===== src/rtl/selfclk_result_tx.sv =====
module selfclk_result_tx #(
  parameter int WORD_W   = 20,
  parameter int PHASE_W  = 6,
  parameter int HOLD_CYC = 4
) (
  input  logic              clk,
  input  logic              rst_n,
  input  logic              res_valid,
  input  logic [WORD_W-1:0] res_word,
  input  logic              cs_n,
  output logic              sclk_o,
  output logic              sclk_oe,
  output logic              sdata_o,
  output logic              sdata_oe,
  output logic              drdy
);
  localparam int CNT_W  = PHASE_W + 1;
  localparam int PTR_W  = $clog2(WORD_W + 1);
  localparam int HOLD_W = $clog2(HOLD_CYC + 1);
  localparam logic [PTR_W-1:0]  LAST_BIT = PTR_W'(WORD_W - 1);
  localparam logic [HOLD_W-1:0] HOLD_INIT = HOLD_W'(HOLD_CYC);
  localparam logic [HOLD_W-1:0] HOLD_ONE = HOLD_W'(1);

  logic [CNT_W-1:0]  cnt;
  logic [WORD_W-1:0] shreg, stage;
  logic [PTR_W-1:0]  ptr;
  logic [HOLD_W-1:0] hold;
  logic              active, rdy;

  wire phase_zero = cnt[PHASE_W-1:0] == '0;
  wire poll       = cnt[PHASE_W] && phase_zero;
  wire bit_end    = active && cnt[1:0] == 2'd0;

  always_ff @(posedge clk or negedge rst_n) begin
    if (!rst_n) begin
      cnt    <= '0;
      shreg  <= '0;
      stage  <= '0;
      ptr    <= '0;
      hold   <= '0;
      active <= 1'b0;
      rdy    <= 1'b1;
    end else begin
      cnt <= cnt + 1'b1;
      if (res_valid) stage <= res_word;
      if (hold != '0) begin
        hold <= hold - 1'b1;
        if (hold == HOLD_ONE) begin
          shreg <= stage;
          ptr   <= '0;
          rdy   <= 1'b0;
        end
      end else if (res_valid && !rdy) begin
        hold   <= HOLD_INIT;
        rdy    <= 1'b1;
        active <= 1'b0;
      end else if (res_valid) begin
        shreg <= res_word;
        ptr   <= '0;
        rdy   <= 1'b0;
      end else if (bit_end) begin
        shreg <= {shreg[WORD_W-2:0], 1'b0};
        ptr   <= ptr + 1'b1;
        if (ptr == LAST_BIT) begin
          rdy    <= 1'b1;
          active <= 1'b0;
        end else if (cs_n || phase_zero) begin
          active <= 1'b0;
        end
      end else if (poll && !cs_n && !rdy) begin
        active <= 1'b1;
      end
    end
  end

  assign sclk_oe  = active;
  assign sdata_oe = active;
  assign sclk_o   = active ? ~(cnt[1] ^ cnt[0]) : 1'b1;
  assign sdata_o  = active ? shreg[WORD_W-1] : 1'b0;
  assign drdy     = rdy;

  a_r2_start_at_poll: assert property (@(posedge clk) disable iff (!rst_n)
    $rose(sclk_oe) |-> (cnt[PHASE_W] && cnt[PHASE_W-1:0] == PHASE_W'(1)));

  a_r5_inside_window: assert property (@(posedge clk) disable iff (!rst_n)
    sclk_oe |-> (cnt[PHASE_W] || phase_zero));

  a_r4_data_steady: assert property (@(posedge clk) disable iff (!rst_n)
    (sclk_oe && sclk_o && $past(sclk_oe) && $past(sclk_o)) |-> $stable(sdata_o));

  a_r6_stop_on_bit_edge: assert property (@(posedge clk) disable iff (!rst_n)
    ($fell(sclk_oe) && hold == '0) |-> $past(cnt[1:0]) == 2'd0);

  a_r8_flag_during_hold: assert property (@(posedge clk) disable iff (!rst_n)
    (hold != '0) |-> drdy);

  a_r7_flag_sticky: assert property (@(posedge clk) disable iff (!rst_n)
    (drdy && hold == '0 && !res_valid) |=> drdy);

  a_r9_fresh_word: assert property (@(posedge clk) disable iff (!rst_n)
    $fell(drdy) |-> (ptr == '0 && !sclk_oe));
endmodule


===== config.mk =====
export PLATFORM = sky130hd
export DESIGN_NAME = selfclk_result_tx
export DESIGN_NICKNAME = d
export VERILOG_FILES = /design/src/rtl/selfclk_result_tx.sv
export SDC_FILE = /design/constraint.sdc
export NUM_CORES = 1
export LEC_CHECK = 0
export CAP_MARGIN = 5
export CORE_MARGIN = 4
export CORE_UTILIZATION = 60
export CTS_CLUSTER_DIAMETER = 150
export DETAILED_ROUTE_END_ITERATION = 16
export PLACE_DENSITY = 0.84
export SETUP_SLACK_MARGIN = 0.1
export SLEW_MARGIN = 20
export SYNTH_ARGS = -nofsm -noshare
export SYNTH_HDL_FRONTEND = slang
export SYNTH_SLANG_ARGS = --single-unit
export TNS_END_PERCENT = 50

===== constraint.sdc =====
create_clock -name clk -period 3.2 [get_ports clk]
set_clock_uncertainty 0.05 [all_clocks]
set_input_delay 0.32 -clock clk [delete_from_list [all_inputs] [get_ports clk]]
set_output_delay 0.32 -clock clk [all_outputs]
set_load 0.1 [all_outputs]

# After elaboration in Yosys (flattened, before gate mapping)
# Index checks and enable logic that the tools add are counted.
totals:
  inputBits: 24
  ff_bits: 57
  wordCells: 64
  out_inout_bits: 5
op_classes:
  reduce_logical: 19
  n_eq_ne: 6
  addsub: 3
  bitwise: 3
  mux: 26
ops:
  columns: ["cell", "n"]
  rows:
  - ["2-to-1 mux 20 bit", 5]
  - ["2-to-1 mux 5 bit", 5]
  - ["2-to-1 mux 1 bit", 14]
  - ["nonzero test 3 bit", 3]
  - ["nonzero test 4 bit", 2]
  - ["adder 7 x 1 -> 7 bit, second input constant", 1]
  - ["zero test 6 bit", 1]
  - ["2-to-1 mux 3 bit", 2]
  - ["AND reduction 3 bit", 2]
  - ["adder 5 x 1 -> 5 bit, second input constant", 1]
  - ["== test 5 bit, second input constant", 1]
  - ["logical AND 1 bit", 5]
  - ["inequality test 2 x 1 -> 1 bit, second input constant", 2]
  - ["inequality test 4 x 1 -> 1 bit, second input constant", 1]
  - ["AND reduction 4 bit", 1]
  - ["== test 3 x 1 -> 1 bit, second input constant", 1]
  - ["subtractor 3 x 1 -> 3 bit, second input constant", 1]
  - ["zero test 1 bit", 2]
  - ["zero test 2 bit", 1]
  - ["inequality test 2 bit, second input constant", 1]
  - ["NOT 1 bit", 2]
  - ["nonzero test 2 bit", 1]
  - ["logical OR 1 bit", 1]
  - ["bitwise XOR 1 bit", 1]

# Logic depth before layout (Yosys ltp)
# Gate-level depths: netlist (run 1).
logic_depth:
  depth_word: 8
  mapped_depth: 7
  ltp_nobuf: 6

# Least setup slack after synthesis (run 1)
# Ideal clock, no wire load.
synth_path:
  kind: "flip-flop to output port"
  start: "register active (netlist: sclk_oe)"
  end: "output port sdata_o"
  stages_incl_launch_ff: 2
  t_arrival_ps: 1853
  slack_ps: 977
  cell_sequence: "dfrtp_1 -> and2_1"
synth_via:
  elab_chain_cells: 1
synth_rtl:
  columns: ["element", "line_no", "source"]
  rows:
  - ["start, declared", "28", "logic active, rdy;"]
  - ["start signal, assigned", "41", "active <= 1'b0;"]
  - ["start signal, assigned", "56", "active <= 1'b0;"]
  - ["start signal, assigned", "66", "active <= 1'b0;"]
  - ["2-to-1 mux 1 bit", "79", "assign sdata_o = active ? shreg[WORD_W-1] : 1'b0;"]
  - ["end, declared", "13", "output logic sdata_o,"]
# No other way between the ends.

# Worst setup path after layout (run 1)
layout_path:
  start: "register hold[0]"
  end: "register shreg[4]"
layout_via:
  elab_chain_cells: 3
layout_rtl:
  columns: ["element", "line_no", "source"]
  rows:
  - ["start, declared", "27", "logic [HOLD_W-1:0] hold;"]
  - ["start signal, assigned", "47", "hold <= hold - 1'b1;"]
  - ["== test 3 x 1 -> 1 bit or nonzero test 3 bit (tied branches)", "48, 46", null]
  - ["inequality test 2 x 1 -> 1 bit (no source line), or another cell as far along", null, null]
  - ["AND reduction 3 bit (no source line)", null, null]
  - ["end signal, assigned", "49", "shreg <= stage;"]
  - ["end signal, assigned", "58", "shreg <= res_word;"]
  - ["end signal, assigned", "62", "shreg <= {shreg[WORD_W-2:0], 1'b0};"]
  - ["end, declared", "25", "logic [WORD_W-1:0] shreg, stage;"]
# Parallel ways exist; a longest one is shown, timed or not.
# A chain may end at the register's enable or synchronous reset.

==> impl_metrics.py, run 1 <==
metrics = {
    "die": {
        "die_y_um": 74.2,
        "coreArea_um2": 4120,
        "die_width_um": 74.2,
        "start_util_pct": 63.9,
        "ios": 29,
        "row_count": 23,
        "die-area_um2": 5500,
    },
    "sta": {
        "setup_tns_ns": 0,
        "slew_violations": 0,
        "max_slew_margin_pct": 28.8,
        "setup_ws_ns": 1.06,
        "post-route-min-period_ns": 2.14,
        "setup_viol_count_final": 0,
        "fmax_ghz": 0.468,
        "fin_hold_ws_ns": -0.000531,
        "final_hold_viol_count": 2,
        "worstMarginPinSlew_ns": 1.07,
        "finalCritPeriodShare_pct": 66.8,
        "rsz0062_at_grt": "no",
    },
    "detailed_routing": {
        "ant_nets": 0,
        "drt-vias-per-instance": 5.60,
        "drc_errors": 0,
        "wl_per_cell_um": 14.4,
        "vias": 1970,
        "drt_pre_antenna_iters": 4,
        "drt_wl_total_mm": 5.05,
        "drt_iter0_drc": 146,
    },
    "placement": {
        "dp_hpwl_mm": 3.47,
        "portBuffers": 28,
        "placed_cell_area_um2": 2910,
        "place.gp.congestion": 0.777,
        "pre_cts_ws_ns": 1.06,
    },
    "worst_setup_path": {
        "crit_type": "register to register",
        "start_kind": "register",
        "critPathTopFamily": "simple AND/OR/NAND/NOR gates",
        "crit_buf_inv": 1,
        "cp_cell_sequence": "or3_1 -> buf_4 -> nor2_1 -> a221oi_1 -> o21ai_1",
        "critical_path.slowest_cell": "or3_1",
        "r2r-start": "hold[0]",
        "required_ns": 3.34,
        "r2r_cells": 5,
        "crit_end": "shreg[4]",
        "critPathMaxFanout": 35,
        "cp_slowest_stage_delay_ns": 0.87,
        "cp-end-kind": "register",
        "worstReg2RegEnd": "shreg[4]",
        "r2r_slack_ns": 1.06,
        "path_depth": 5,
        "setup.worst_path.start": "hold[0]",
        "cp.arrival_ns": 2.28,
    },
    "global_route": {
        "grt_pass1_vias": 1980,
        "antenna_found_initial": 0,
        "grt_use_total_pct": 21.6,
        "grt_pass1_wl_mm": 8.73,
        "grt_max_degree": 36,
        "gr-total-overflow": 0,
    },
    "clock_tree": {
        "htreeDepth": 3,
        "clk_pin_slew_ns": 0.06,
        "postCtsHoldBufs": 0,
        "postCtsSetupBuffers": 0,
        "cts-buffers-inserted": 9,
        "clk_latency_ns": 0.33,
        "cts_resized": 0,
        "clockBufferDepth": 2,
        "cts_sinks": 57,
        "cts-root-buf": "clkbuf_8",
        "cts_tree": "yes",
    },
    "logic_synthesis": {
        "yosys.area.top_type_share_pct": 53.3,
        "synth_cell_type_count": 35,
        "synth_top_area_cell": "dfrtp_1",
        "synth.top_cells.by_area": "dfrtp_1, nand2_1, o21ai_1",
        "async_reset_ff_share_pct": 100,
        "synthCells": 272,
        "syn-num-nets": 299,
        "synth-main-ff-cell": "dfrtp_1",
        "synth.avg_cell_area_um2": 9.66,
        "yosysWarningCount": 0,
        "seq_area_frac_synth_pct": 54.3,
        "yosysMostFrequentCell": "dfrtp_1",
        "synth_area_um2": 2630,
        "synth-seq-cells": 57,
        "netlist_top_cells_count": "dfrtp_1, nand2_1, nor2_1",
        "synth-edff-count": 0,
    },
    "pwr": {
        "p_per_area_nw_per_um2": 762,
        "peakVddDrop_v": 0.000355,
        "leakage_nw": 1.38,
    },
    "cells_and_area": {
        "antenna_cells": 0,
        "fin_area_um2": 3070,
        "multi_input_area_um2": 1070,
        "fillerInstances": 310,
        "drive_gt1_share_pct": 11.9,
        "final_nets": 326,
        "ff_latch_area_um2": 1430,
        "area_growth_pct": 16.9,
    },
    "outcome": {
        "violations": "hold timing",
        "status": "finished, violations left",
    },
    "flow_run": {
        "drv_cap": 0,
    },
    "worst_hold_path": {
        "hp-class": "primary input to asynchronous set/reset pin",
    },
}
state kept, by name, indices dropped and copies added, names as in the netlist:
register and count:
shreg 20, stage 20, cnt 7, ptr 5, hold 3, drdy 1
sclk_oe 1
per-stage QoR:
step	total power, mW	util (%)	instances	hold WS (ns)
global route	2.52	74.7	352	0.0486
CTS	2.36	74.7	352	0.0223
finish	2.34	74.7	352	-0.000531
global placement	1.75	70.7	338	0.372
detailed placement	1.79	70.7	338	0.374
floorplan	1.60	-	272	-0.0256
how the worst min path moves through the flow:
stage	startpoint	endpoint	slack, ns
global route	rst_n	cnt[2]	0.05
finish	rst_n	cnt[3]	-0.0005
CTS	rst_n	cnt[3]	0.02
detailed placement	rst_n	cnt[3]	0.37
global placement	rst_n	cnt[3]	0.37
floorplan	rst_n	cnt[0]	-0.03
layout make-up:
cell class	instances	share of cell area, %
flip-flops and latches	57	46.5
multi-input cells	184	34.9
inverters	14	1.71
well taps	50	2.04
repair buffers	33	9.61
clock buffers	14	5.29
routing by layer:
metal	vias up	wire length (um)	global-route usage (%)
li1	980	-	-
met1	937	2330	26.7
met2	44	2380	34.7
met3	9	273	7.97
met4	0	68	8.25
met5	-	0	0
report_power, final:
| part | total, mW | switching (mW) | internal, mW |
|---|---|---|---|
| Combinational | 0.759 | 0.481 | 0.278 |
| Clock | 0.566 | 0.251 | 0.316 |
| Sequential | 1.02 | 0.117 | 0.900 |
| Total | 2.34 | 0.849 | 1.49 |
cell usage in the layout, fill, tap and decap left out, types with 8 or more instances in the layout:
cell,n
clkbuf_8,11
dfrtp_1,56
nand2_1,41
buf_4,10
nor2_1,28
o21ai_0,12
inv_1,14
mux2i_1,9
o21ai_1,23
mux2_2,10
clkdlybuf4s50_1,21
nand3_1,8
a221oi_1,10
a21oi_1,13
cells by family after synthesis:
group	after synthesis	synth area share [%]
AO/OA/AOI/OAI	64	14.2
flip-flops	57	54.3
buffers and inverters	31	4.90
adder cells (fa/ha/maj)	3	1.43
AND/OR/NAND/NOR	91	15.1
multiplexers	19	7.71
XOR/XNOR	7	2.33
Note: power is estimated with default switching activity, not from simulation.
==> run 2: changes to the inputs <==
Settings changed: CORE_UTILIZATION 60 to 50, PLACE_DENSITY 0.84 to 0.75.
Clock period 3.2 ns to 1.9 ns, I/O delays scaled along.
==> run 2 against run 1 <==
Effect of this change: critical path type unchanged; largest power group unchanged; register-to-register slack lost 0.86 ns; global-route usage shrank 4.1 points; largest cell class unchanged; routed wire length is 0.24% lower; the flow now finishes without violations.
==> impl_metrics.py, run 2 (synthesis results as in run 1) <==
metrics = {
    "worst_setup_path": {
        "r2r-start": "cnt[0]",
        "worstReg2RegEnd": "ptr[2]",
        "cp-end-kind": "register",
        "setup.worst_path.start": "cnt[0]",
        "r2r_cells": 7,
        "crit_end": "ptr[2]",
        "crit_type": "register to register",
        "required_ns": 2.05,
        "start_kind": "register",
        "cp.arrival_ns": 1.84,
        "r2r_slack_ns": 0.20,
        "critPathMaxFanout": 21,
    },
    "sta": {
        "post-route-min-period_ns": 1.70,
        "rsz0062_at_grt": "yes",
        "setup_tns_ns": 0,
        "setup_viol_count_final": 0,
        "slew_violations": 0,
        "setup_ws_ns": 0.202,
        "max_slew_margin_pct": 70.9,
        "fmax_ghz": 0.589,
        "final_hold_viol_count": 0,
        "worstMarginPinSlew_ns": 0.436,
        "finalCritPeriodShare_pct": 89.4,
    },
    "global_route": {
        "grt_max_degree": 29,
        "grtUsageMet1_pct": 22.7,
        "grt_pass1_vias": 1925,
        "antenna_found_initial": 0,
        "busiest_layer": "met2",
        "met2_usage_pct": 27.8,
        "globalRouteMet3Util_pct": 4.37,
        "grt_pass1_wl_mm": 8.63,
        "gr-total-overflow": 0,
        "grt_use_total_pct": 17.5,
    },
    "cells_and_area": {
        "reg.largest.list": "shreg (20), stage (20), cnt (7)",
        "antenna_cells": 0,
        "final_nets": 332,
        "area_growth_pct": 22.7,
        "final_common_cell": "dfrtp_1",
        "final_cell_mix": "dfrtp_1, nand2_1, nor2_1, o21ai_1, clkdlybuf4s50_1",
        "drive_gt1_share_pct": 15.2,
    },
    "detailed_routing": {
        "drt_wl_total_mm": 5.04,
        "ant_nets": 0,
        "vias": 1951,
        "drt_pre_antenna_iters": 4,
        "drt-vias-per-instance": 5.15,
        "wl_per_cell_um": 13.3,
        "drt_iter0_drc": 85,
        "drc_errors": 0,
    },
    "worst_hold_path": {
        "worstHoldPathCells": 3,
        "hp-class": "primary input to register",
    },
    "placement": {
        "pre_cts_ws_ns": 0.228,
        "dp_hpwl_mm": 3.49,
        "portBuffers": 28,
        "place.gp.congestion": 0.822,
    },
    "clock_tree": {
        "cts-buffers-inserted": 9,
        "clockBufferDepth": 2,
        "cts-root-buf": "clkbuf_8",
        "clk_latency_ns": 0.33,
        "cts_tree": "yes",
        "cts_sinks": 57,
        "clk_pin_slew_ns": 0.06,
        "htreeDepth": 3,
        "postCtsSetupBuffers": 0,
    },
    "outcome": {
        "status": "finished clean",
    },
    "die": {
        "die_y_um": 80.5,
        "die_width_um": 80.5,
        "row_count": 26,
        "ios": 29,
        "die-area_um2": 6480,
        "coreArea_um2": 5110,
        "start_util_pct": 51.5,
    },
    "flow_run": {
        "drv_cap": 0,
    },
    "pwr": {
        "leakage_nw": 1.44,
        "peakVddDrop_v": 0.000649,
        "p_per_area_nw_per_um2": 1310,
    },
}
run 2: cell type report:
cell class,count,area (um^2)
clock inverter,3,40.0
tap,70,87.6
inverter,14,52.6
timing repair buffer,39,380
multi-input combinational,184,1080
fill,426,1880
clock buffer,12,155
sequential,57,1430
run 2: per-stage QoR:
stage	instances	hold slack [ns]	total power, mW	util (%)	cell area [um^2]
4_1_cts	379	0.204	4.23	63.0	3220
3_5_place_dp	363	0.111	3.09	59.0	3010
2_1_floorplan	272	-0.156	2.69	-	2630
5_1_grt	379	0.235	4.51	63.1	3220
6_report	379	0.215	4.21	63.1	3220
3_3_place_gp	363	0.117	3.05	59.0	3010
run 2: worst min path at each step:
stage                          from       end
after floorplan               rst_n    cnt[0]
after detailed placement      rst_n    cnt[4]
after global placement        rst_n    cnt[4]
final                     res_valid  shreg[0]
after CTS                 res_valid  shreg[0]
after global routing      res_valid  stage[0]
run 2: critical path: stages (launching register included):
cell      delay (ns)
dfrtp_1         0.41
inv_1           0.09
ha_1            0.22
nand3b_1        0.15
a21o_1          0.23
buf_4           0.21
o21ai_1         0.14
a21oi_1         0.08
run 2: metal layers:
metal	vias up	part of all wire (%)
met2	31	47
met1	915	48
met4	0	1.5
met3	11	3.7
li1	994	-
met5	-	0
run 2: where the power goes:
part	internal [mW]	leakage, nW	switching, mW
Clock	0.666	0.102	0.461
Combinational	0.542	0.637	0.819
Sequential	1.51	0.704	0.210
Total	2.72	1.44	1.49
run 2: what timing repair did:
action	CTS	global route
gates resized for setup	0	1
endpoints found under the setup margin	0	2
hold buffers	1	0
hold endpoints to repair	17	0
